$ cat src/rtl/fpdec_pkg.sv
package fpdec_pkg;

    // Operation field values (function bits 6:2)
    localparam logic [4:0] OPF_ADD    = 5'h00;
    localparam logic [4:0] OPF_SUB    = 5'h01;
    localparam logic [4:0] OPF_MUL    = 5'h02;
    localparam logic [4:0] OPF_DIV    = 5'h03;
    localparam logic [4:0] OPF_SGNJ   = 5'h04;
    localparam logic [4:0] OPF_MINMAX = 5'h05;
    localparam logic [4:0] OPF_F2F    = 5'h08;
    localparam logic [4:0] OPF_SQRT   = 5'h0b;
    localparam logic [4:0] OPF_CMP    = 5'h14;
    localparam logic [4:0] OPF_F2I    = 5'h18;
    localparam logic [4:0] OPF_I2F    = 5'h1a;
    localparam logic [4:0] OPF_MVX    = 5'h1c;
    localparam logic [4:0] OPF_MVF    = 5'h1e;

    localparam logic [1:0] FMT_S = 2'd0;
    localparam logic [1:0] FMT_D = 2'd1;
    localparam logic [1:0] FMT_Q = 2'd3;

    // Decoded operation codes
    typedef enum logic [4:0] {
        OP_NONE     = 5'd0,
        OP_ADD      = 5'd1,
        OP_SUB      = 5'd2,
        OP_MUL      = 5'd3,
        OP_DIV      = 5'd4,
        OP_SQRT     = 5'd5,
        OP_SGN_PL   = 5'd6,
        OP_SGN_NEG  = 5'd7,
        OP_SGN_XOR  = 5'd8,
        OP_MIN      = 5'd9,
        OP_MAX      = 5'd10,
        OP_LE       = 5'd11,
        OP_LT       = 5'd12,
        OP_EQ       = 5'd13,
        OP_F2I_S32  = 5'd14,
        OP_F2I_U32  = 5'd15,
        OP_F2I_S64  = 5'd16,
        OP_F2I_U64  = 5'd17,
        OP_I2F_S32  = 5'd18,
        OP_I2F_U32  = 5'd19,
        OP_I2F_S64  = 5'd20,
        OP_I2F_U64  = 5'd21,
        OP_TO_S     = 5'd22,
        OP_TO_D     = 5'd23,
        OP_MV_TOINT = 5'd24,
        OP_CLASS    = 5'd25,
        OP_MV_FRINT = 5'd26
    } fp_op_e;

    typedef struct packed {
        fp_op_e     op;
        logic [1:0] fmt;
        logic [2:0] rm;
        logic       to_int;
        logic       wen;
        logic       dirty;
        logic       illegal;
    } dec_out_t;

endpackage

$ cat src/rtl/fpdec_rm_resolve.sv
module fpdec_rm_resolve (
    input  logic [2:0] rm_field_i,
    input  logic [2:0] dyn_rm_i,
    output logic [2:0] rm_eff_o,
    output logic       rm_bad_o
);
    localparam logic [2:0] RM_DYN      = 3'd7;
    localparam logic [2:0] RM_LAST_OK  = 3'd4;

    always_comb begin
        rm_eff_o = (rm_field_i == RM_DYN) ? dyn_rm_i : rm_field_i;
        rm_bad_o = (rm_eff_o > RM_LAST_OK);
        if (rm_bad_o) begin
            rm_eff_o = 3'd0;
        end
    end
endmodule

$ cat src/rtl/fpdec_int_sel.sv
module fpdec_int_sel #(
    parameter int XLEN = 64
) (
    input  logic [4:0] sel_i,
    output logic [1:0] kind_o,
    output logic       bad_o
);
    localparam int  MAX_SEL  = (XLEN >= 64) ? 3 : 1;

    assign kind_o = sel_i[1:0];

    generate
        if (MAX_SEL == 3) begin : g_wide
            assign bad_o = (sel_i > 5'd3);
        end else begin : g_narrow
            assign bad_o = (sel_i > 5'd1);
        end
    endgenerate
endmodule

$ cat src/rtl/fpdec_fit_chk.sv
module fpdec_fit_chk #(
    parameter int XLEN = 64
) (
    input  logic [1:0] fmt_i,
    output logic       fits_o
);
    import fpdec_pkg::*;

    localparam bit FIT_S = (XLEN >= 32);
    localparam bit FIT_D = (XLEN >= 64);
    localparam bit FIT_Q = (XLEN >= 128);

    always_comb begin
        case (fmt_i)
            FMT_S:   fits_o = FIT_S;
            FMT_D:   fits_o = FIT_D;
            FMT_Q:   fits_o = FIT_Q;
            default: fits_o = 1'b0;
        endcase
    end
endmodule

$ cat src/rtl/fp_op_decoder.sv
module fp_op_decoder #(
    parameter int XLEN = 64
) (
    input  logic       clk,
    input  logic       rst_n,
    input  logic [6:0] funct7_i,
    input  logic [2:0] rm_i,
    input  logic [4:0] rs2_i,
    input  logic [4:0] rd_i,
    input  logic [2:0] dyn_rm_i,
    output logic [4:0] op_o,
    output logic [1:0] fmt_o,
    output logic [2:0] rm_o,
    output logic       dst_int_o,
    output logic       wen_o,
    output logic       fs_dirty_o,
    output logic       illegal_o
);
    import fpdec_pkg::*;

    logic [4:0] opf;
    logic [1:0] fmt;
    logic [2:0] rm_eff;
    logic       rm_bad;
    logic [1:0] int_kind;
    logic       int_bad;
    logic       fits;

    assign opf = funct7_i[6:2];
    assign fmt = funct7_i[1:0];

    fpdec_rm_resolve u_rm (
        .rm_field_i (rm_i),
        .dyn_rm_i   (dyn_rm_i),
        .rm_eff_o   (rm_eff),
        .rm_bad_o   (rm_bad)
    );

    fpdec_int_sel #(.XLEN(XLEN)) u_isel (
        .sel_i  (rs2_i),
        .kind_o (int_kind),
        .bad_o  (int_bad)
    );

    fpdec_fit_chk #(.XLEN(XLEN)) u_fit (
        .fmt_i  (fmt),
        .fits_o (fits)
    );

    dec_out_t dec_d, dec_q;

    always_comb begin
        logic   ill;
        logic   use_rnd;
        logic   to_int;
        logic   fp_wr;
        fp_op_e op;

        ill     = 1'b0;
        use_rnd = 1'b0;
        to_int  = 1'b0;
        fp_wr   = 1'b0;
        op      = OP_NONE;

        case (opf)
            OPF_ADD: begin op = OP_ADD; use_rnd = 1'b1; fp_wr = 1'b1; end
            OPF_SUB: begin op = OP_SUB; use_rnd = 1'b1; fp_wr = 1'b1; end
            OPF_MUL: begin op = OP_MUL; use_rnd = 1'b1; fp_wr = 1'b1; end
            OPF_DIV: begin op = OP_DIV; use_rnd = 1'b1; fp_wr = 1'b1; end
            OPF_SQRT: begin
                op      = OP_SQRT;
                use_rnd = 1'b1;
                fp_wr   = 1'b1;
                if (rs2_i != 5'd0) ill = 1'b1;
            end
            OPF_SGNJ: begin
                fp_wr = 1'b1;
                case (rm_i)
                    3'd0:    op = OP_SGN_PL;
                    3'd1:    op = OP_SGN_NEG;
                    3'd2:    op = OP_SGN_XOR;
                    default: ill = 1'b1;
                endcase
            end
            OPF_MINMAX: begin
                fp_wr = 1'b1;
                case (rm_i)
                    3'd0:    op = OP_MIN;
                    3'd1:    op = OP_MAX;
                    default: ill = 1'b1;
                endcase
            end
            OPF_CMP: begin
                to_int = 1'b1;
                case (rm_i)
                    3'd0:    op = OP_LE;
                    3'd1:    op = OP_LT;
                    3'd2:    op = OP_EQ;
                    default: ill = 1'b1;
                endcase
            end
            OPF_F2I: begin
                to_int  = 1'b1;
                use_rnd = 1'b1;
                if (int_bad) ill = 1'b1;
                case (int_kind)
                    2'd0:    op = OP_F2I_S32;
                    2'd1:    op = OP_F2I_U32;
                    2'd2:    op = OP_F2I_S64;
                    default: op = OP_F2I_U64;
                endcase
            end
            OPF_I2F: begin
                fp_wr   = 1'b1;
                use_rnd = 1'b1;
                if (int_bad) ill = 1'b1;
                case (int_kind)
                    2'd0:    op = OP_I2F_S32;
                    2'd1:    op = OP_I2F_U32;
                    2'd2:    op = OP_I2F_S64;
                    default: op = OP_I2F_U64;
                endcase
            end
            OPF_F2F: begin
                fp_wr   = 1'b1;
                use_rnd = 1'b1;
                if (fmt == FMT_S && rs2_i == 5'd1) begin
                    op = OP_TO_S;
                end else if (fmt == FMT_D && rs2_i == 5'd0) begin
                    op = OP_TO_D;
                end else begin
                    ill = 1'b1;
                end
            end
            OPF_MVX: begin
                to_int = 1'b1;
                if (rs2_i != 5'd0) ill = 1'b1;
                case (rm_i)
                    3'd0: begin
                        op = OP_MV_TOINT;
                        if (!fits) ill = 1'b1;
                    end
                    3'd1:    op = OP_CLASS;
                    default: ill = 1'b1;
                endcase
            end
            OPF_MVF: begin
                fp_wr = 1'b1;
                op    = OP_MV_FRINT;
                if (rs2_i != 5'd0 || rm_i != 3'd0 || !fits) ill = 1'b1;
            end
            default: ill = 1'b1;
        endcase

        if (fmt == 2'd2) ill = 1'b1;
        if (use_rnd && rm_bad) ill = 1'b1;

        dec_d.fmt     = fmt;
        dec_d.illegal = ill;
        if (ill) begin
            dec_d.op     = OP_NONE;
            dec_d.rm     = 3'd0;
            dec_d.to_int = 1'b0;
            dec_d.wen    = 1'b0;
            dec_d.dirty  = 1'b0;
        end else begin
            dec_d.op     = op;
            dec_d.rm     = use_rnd ? rm_eff : 3'd0;
            dec_d.to_int = to_int;
            dec_d.wen    = to_int ? (rd_i != 5'd0) : fp_wr;
            dec_d.dirty  = fp_wr;
        end
    end

    always_ff @(posedge clk or negedge rst_n) begin
        if (!rst_n) begin
            dec_q <= '{op: OP_NONE, fmt: 2'd0, rm: 3'd0, to_int: 1'b0,
                       wen: 1'b0, dirty: 1'b0, illegal: 1'b0};
        end else begin
            dec_q <= dec_d;
        end
    end

    assign op_o       = dec_q.op;
    assign fmt_o      = dec_q.fmt;
    assign rm_o       = dec_q.rm;
    assign dst_int_o  = dec_q.to_int;
    assign wen_o      = dec_q.wen;
    assign fs_dirty_o = dec_q.dirty;
    assign illegal_o  = dec_q.illegal;

endmodule

$ cat config.mk
export PLATFORM = sky130hd
export DESIGN_NAME = fp_op_decoder
export DESIGN_NICKNAME = d
export VERILOG_FILES = /design/src/rtl/fpdec_pkg.sv /design/src/rtl/fpdec_rm_resolve.sv /design/src/rtl/fpdec_int_sel.sv /design/src/rtl/fpdec_fit_chk.sv /design/src/rtl/fp_op_decoder.sv
export SDC_FILE = /design/constraint.sdc
export NUM_CORES = 1
export LEC_CHECK = 0
export CAP_MARGIN = 20
export CELL_PAD_IN_SITES_DETAIL_PLACEMENT = 0
export CELL_PAD_IN_SITES_GLOBAL_PLACEMENT = 1
export CORE_UTILIZATION = 47
export DETAILED_ROUTE_END_ITERATION = 6
export DONT_BUFFER_PORTS = 1
export PLACE_DENSITY = 0.93
export RECOVER_POWER = 25
export SYNTH_ARGS = -nofsm -noshare
export SYNTH_HDL_FRONTEND = slang
export SYNTH_SLANG_ARGS = --single-unit
$ cat constraint.sdc
create_clock -name clk -period 0.8 [get_ports clk]
set_input_delay 0.08 -clock clk [delete_from_list [all_inputs] [get_ports clk]]
set_output_delay 0.08 -clock clk [all_outputs]
set_load 0.01 [all_outputs]
==> flow_summary.ini, run 1 <==
[timing]
rsz0062_at_grt = yes
layout_min_cycle_time_ns = 1.69
max_freq_ghz = 0.591
setup_viol = 12
fin_worst_hold_slack_ns = -0.00720
finalHoldViolCount = 1
setup_slack_ns = -0.891
worstMarginPinSlew_ns = 0.582
slew_violations = 0
finalCritPeriodShare = 2.11
slew-limit-headroom = 0.610

[cts]
numCtsBuffers = 3
cts_max_path_buffers = 2
clock-sinks = 14
root_buffer = clkbuf_4
cts.hold.buffers_added = 9
cts_max_level = 1
tritoncts = done
clk_pin_slew_ns = 0.08

[floorplan]
die_area_um2 = 2590
num_io_pins = 39
die_h_um = 50.9
start_util = 0.504
num_rows = 17
coreArea_um2 = 2230
die_w_um = 50.9

[power]
ir_drop_mv = 1.04
power.density_nw_per_um2 = 1190
leakage_nw = 0.567

[cells_and_area]
fin_cells = 192
area_growth_pct = 23.9
drive_above_1_share = 0.189
stdcell_area_um2 = 1390
diodes = 0
final_nets = 190

[route]
wl_met3_um = 239
met2_wirelength_mm = 1.50
num_vias = 1185
drc = 0
drtIter0Drc = 37
routed_wl_mm = 3.09
wl_per_cell_um = 16.1
final_antenna_net_count = 0
top_layer = met4
first_pass_iters = 4
met1_length_mm = 1.32
routed_via_density = 6.17

[grt]
grt_max_degree = 23
antenna_found_initial = 0
grt_first_pass_wirelength_mm = 5.17
globalRouteTotalUtil = 0.262
gr-total-overflow = 0
grt_pass1_vias = 1111

[status]
status = complete, but fails checks
failed_checks = hold timing, setup timing

[synthesis]
syn_area_per_cell_um2 = 7.70
ys_ff_latch = 14
synth_edf_count = 0
ys_warn_count = 0
synth_cell_types = 41
async_reset_ff_frac = 1.00
synth_top_area_frac = 0.311
synth_common_cells = nor2_1, o21ai_0, dfrtp_1, a21oi_1
netlist_area_um2 = 1120
synth_top_cell_by_area = dfrtp_1
synthCells = 146
synthFlopType = dfrtp_1
yosys-top-cells-area = dfrtp_1, o21ai_0, a21oi_1
ys_seq_area_frac = 0.311
synth.most_common_cell = nor2_1
synth.net_count = 171

[place]
dp_hpwl_mm = 2.10
gp_congestion = 0.870
place_inst = 175
io_buffers = 0
pre_cts_slack_ns = -1.17
placed_area_um2 = 1210

[setup_path]
start_kind = input pin
critical_path.cell_chain = or4_4 > o211ai_2 > a22oi_1 > or4b_4 > buf_4 > nor3_4 > and3_1
slowest_stage = or4_4
cp-end-kind = flop
crit_fanout = 4
critical-path-max-stage-delay_ns = 0.54
crit_type = input pin to flop
cp.required_ns = 1.02
arrival_ns = 1.91

[hold_path]
hp-class = input pin to flop

[run]
max_cap_violations = 0
## area by class of cell
type                       instances  area, um2
clock buffer                       4       36.3
timing repair buffer              24        203
sequential                        14        350
tap                               28       35.0
inverter                           3       11.3
multi-input combinational        119        758
fill                             206        840
## per-stage QoR
stage          setup TNS [ns]   util  power, mW  hold WS [ns]
6_report                -9.94  0.624       1.66      -0.00720
5_1_grt                -10.67  0.624       1.73       -0.0198
4_1_cts                 -9.12  0.604       1.63       0.00492
3_5_place_dp           -12.96  0.541       1.07        -0.215
3_3_place_gp           -12.60  0.541       1.06        -0.215
2_1_floorplan          -11.60      -       1.04        -0.216
## cells by family after synthesis
logic type,count (synthesis),synth area share
simple gates,67,0.343
compound gates,48,0.276
flops,14,0.311
buf+inv,14,0.0467
xor+xnor,3,0.0234
## power by group
part	total, mW	leakage [nW]	switching, mW	internal, mW
clock network	0.492	0.0210	0.215	0.277
registers	0.755	0.185	0.0228	0.732
logic	0.412	0.360	0.190	0.222
## critical path: cells and delay by family
kind	cells	cell delay, ns
buf+inv	1	0.16
compound gates	2	0.25
simple gates	4	1.43
## placed cells by master (no fill, tap or decap), drive strengths merged, types with 3 or more instances in the layout
master	Yosys	final
a21oi	13	13
and3	3	3
buf	1	15
clkbuf	10	4
dfrtp	14	14
dlygate4sd3	0	9
inv	3	3
nand2	10	10
nand2b	5	5
nand3	4	4
nand3b	3	3
nor2	17	17
nor3	6	6
o21ai	15	15
o21bai	2	3
or3	3	3
or4	4	4
## state kept, by name, indices dropped and copies added (netlist names)
name	count
wen_o	1
illegal_o	1
fs_dirty_o	1
op_o	5
rm_o	3
fmt_o	2
dst_int_o	1
## layer usage
| metal | track usage | up-vias |
|---|---|---|
| met3 | 0.0327 | 4 |
| met4 | 0.102 | 0 |
| li1 | - | 575 |
| met2 | 0.428 | 61 |
| met5 | 0 | - |
| met1 | 0.347 | 545 |
## worst paths after layout
check	startpoint	to	slack, ns	depth (start not counted)
setup / recovery	rs2_i[4]	rm_o[2]	-0.89	7
min in group asynchronous	rst_n	rm_o[1]	0.24	1
hold / removal	funct7_i[4]	rm_o[0]	-0.007	2
max in group asynchronous	rst_n	op_o[0]	0.18	1
## what timing repair did
item,in CTS,in global routing
buffers inserted,0,3
gates cloned,1,0
endpoints found under the hold margin,22,1
setup endpoints to repair,12,13
resized for setup,1,4
pin swaps,1,4
Power figures use the tool's default switching activity.
==> run 2: changes to the inputs <==
Settings changed: BUFFER_PORTS_ARGS set to -buffer_cell sky130_fd_sc_hd__buf_4, CORE_UTILIZATION 47 to 37, DONT_BUFFER_PORTS 1 to unset, PLACE_DENSITY 0.93 to 0.94.
==> run 2 against run 1 <==
Compared with the run above:
- the flow finishes with violations (DRC, setup timing)
- cell area is 30% higher
- maximum frequency is 5.9% lower
- global-route usage is 3.2 points lower
- worst hold slack better by 0.16 ns
- routed wire length is 11% higher
- sequential share of layout area is 5.9 points lower
- highest routed layer unchanged
- critical endpoint is now dst_int_o
- critical path depth stayed put
- cell count is 30% higher
- clock power is 26% lower
- flip-flop and latch count stayed put
- first-iteration DRC count is 32% higher
- worst setup slack worse by 0.11 ns
==> flow_summary.ini, run 2 (synthesis gave the netlist of run 1 again) <==
[status]
status = complete, but fails checks
failed_checks = DRC, setup timing

[setup_path]
start_kind = input pin
arrival_ns = 1.97
crit_type = input pin to flop
critical-path-max-stage-delay_ns = 0.56
slowest_stage = or4b_4
cp.required_ns = 0.98
crit_fanout = 5
critical_path.cell_chain = buf_6 > or4_4 > o211ai_2 > a22oi_1 > or4b_4 > o21bai_4 > nor4b_4
cp-end-kind = flop

[grt]
grtUsageMet2 = 0.410
grt_pass1_vias = 1366
gr-total-overflow = 0
use_met1 = 0.274
grt_max_degree = 15
grt_first_pass_wirelength_mm = 5.82
globalRouteTotalUtil = 0.230
busiest_layer = met2
antenna_found_initial = 0
grt_use_met3 = 0.0227

[cells_and_area]
stdcell_area_um2 = 1820
area_growth_pct = 61.5
layout_commonest_cell = buf_4
final.fill_count = 251
multi_input_area_um2 = 748
fin_util = 0.642
largest_reg_flops = 5
fin_cells = 249
register_area_um2 = 350
drive_above_1_share = 0.413
diodes = 0
final_nets = 245
layout_common_cells = buf_4, nor2_1, buf_6

[floorplan]
die_area_um2 = 3260
die_h_um = 57.1
die_w_um = 57.1
coreArea_um2 = 2830
num_io_pins = 39
start_util = 0.398
num_rows = 19

[hold_path]
hp-class = input pin to flop
min_to = fmt_o[1]
hold_depth = 2
min_from = funct7_i[1]

[timing]
worstMarginPinSlew_ns = 0.487
tns_ns = -11.44
finalHoldViolCount = 0
rsz0062_at_grt = yes
max_freq_ghz = 0.556
setup_viol = 26
layout_min_cycle_time_ns = 1.80
slew-limit-headroom = 0.671
fin_worst_hold_slack_ns = 0.149
finalCritPeriodShare = 2.25
slew_violations = 0
setup_slack_ns = -0.998

[power]
leakage_nw = 0.840
ir_drop_mv = 0.392
power.density_nw_per_um2 = 995
p_total_mw = 1.81

[route]
drc = 9
routed_wl_mm = 3.44
wl_per_cell_um = 13.8
num_vias = 1428
drtIter0Drc = 49
routed_via_density = 5.73
first_pass_iters = 7
final_antenna_net_count = 0

[cts]
clock-sinks = 14
numCtsBuffers = 3
cts_max_level = 1
clk_pin_slew_ns = 0.07
cts_max_path_buffers = 2
tritoncts = done
root_buffer = clkbuf_4

[place]
pre_cts_slack_ns = -1.31
io_buffers = 38
place_inst = 242
gp_congestion = 0.932
placed_area_um2 = 1690
dp_hpwl_mm = 2.70

[run]
max_cap_violations = 0
-- run 2: cell types whose count changed in the layout (fill, tap and decap cells not counted), sizes merged --
cell | previous run | this run
clkbuf | 4 | 6
buf | 15 | 75
dlygate4sd3 | 9 | 1
-- run 2: per-layer routing --
layer	vias up	part of all wire
met4	0	0.017
li1	685	-
met2	51	0.53
met1	686	0.42
met3	6	0.034
met5	-	0
-- run 2: area by class of cell --
type                       count  area share
multi-input combinational    119       0.412
tap                           31      0.0213
inverter                       3     0.00620
timing repair buffer          79       0.355
sequential                    14       0.193
clock buffer                   3      0.0124
-- run 2: worst max path at each step --
stage	start	to	slack, ns	depth (start not counted)
after detailed placement	rs2_i[4]	dst_int_o	-1.31	7
after CTS	rs2_i[4]	dst_int_o	-0.98	7
after global routing	rs2_i[4]	dst_int_o	-1.04	7
final	rs2_i[4]	dst_int_o	-1.0	7
after global placement	rs2_i[4]	dst_int_o	-1.26	7
after floorplan	rs2_i[4]	dst_int_o	-1.07	6
-- run 2: repair_timing --
action | 4_1_cts | 5_1_grt
pin swaps | 4 | 2
gates cloned | 1 | 0
gates resized for setup | 19 | 0
setup endpoints to repair | 26 | 26
hold endpoints to repair | 14 | 0
buffers inserted | 1 | 1
hold buffers | 1 | 0
-- run 2: worst max-delay path: cells and delay by family --
kind	cells	cell delay [ns]
compound gates	3	0.48
buf+inv	1	0.09
simple gates	3	1.33
-- run 2: power by group --
group	internal (mW)	leakage, nW	total, mW	switching, mW
Clock	0.174	0.0138	0.364	0.190
Combinational	0.371	0.641	0.699	0.329
Sequential	0.732	0.185	0.744	0.0115
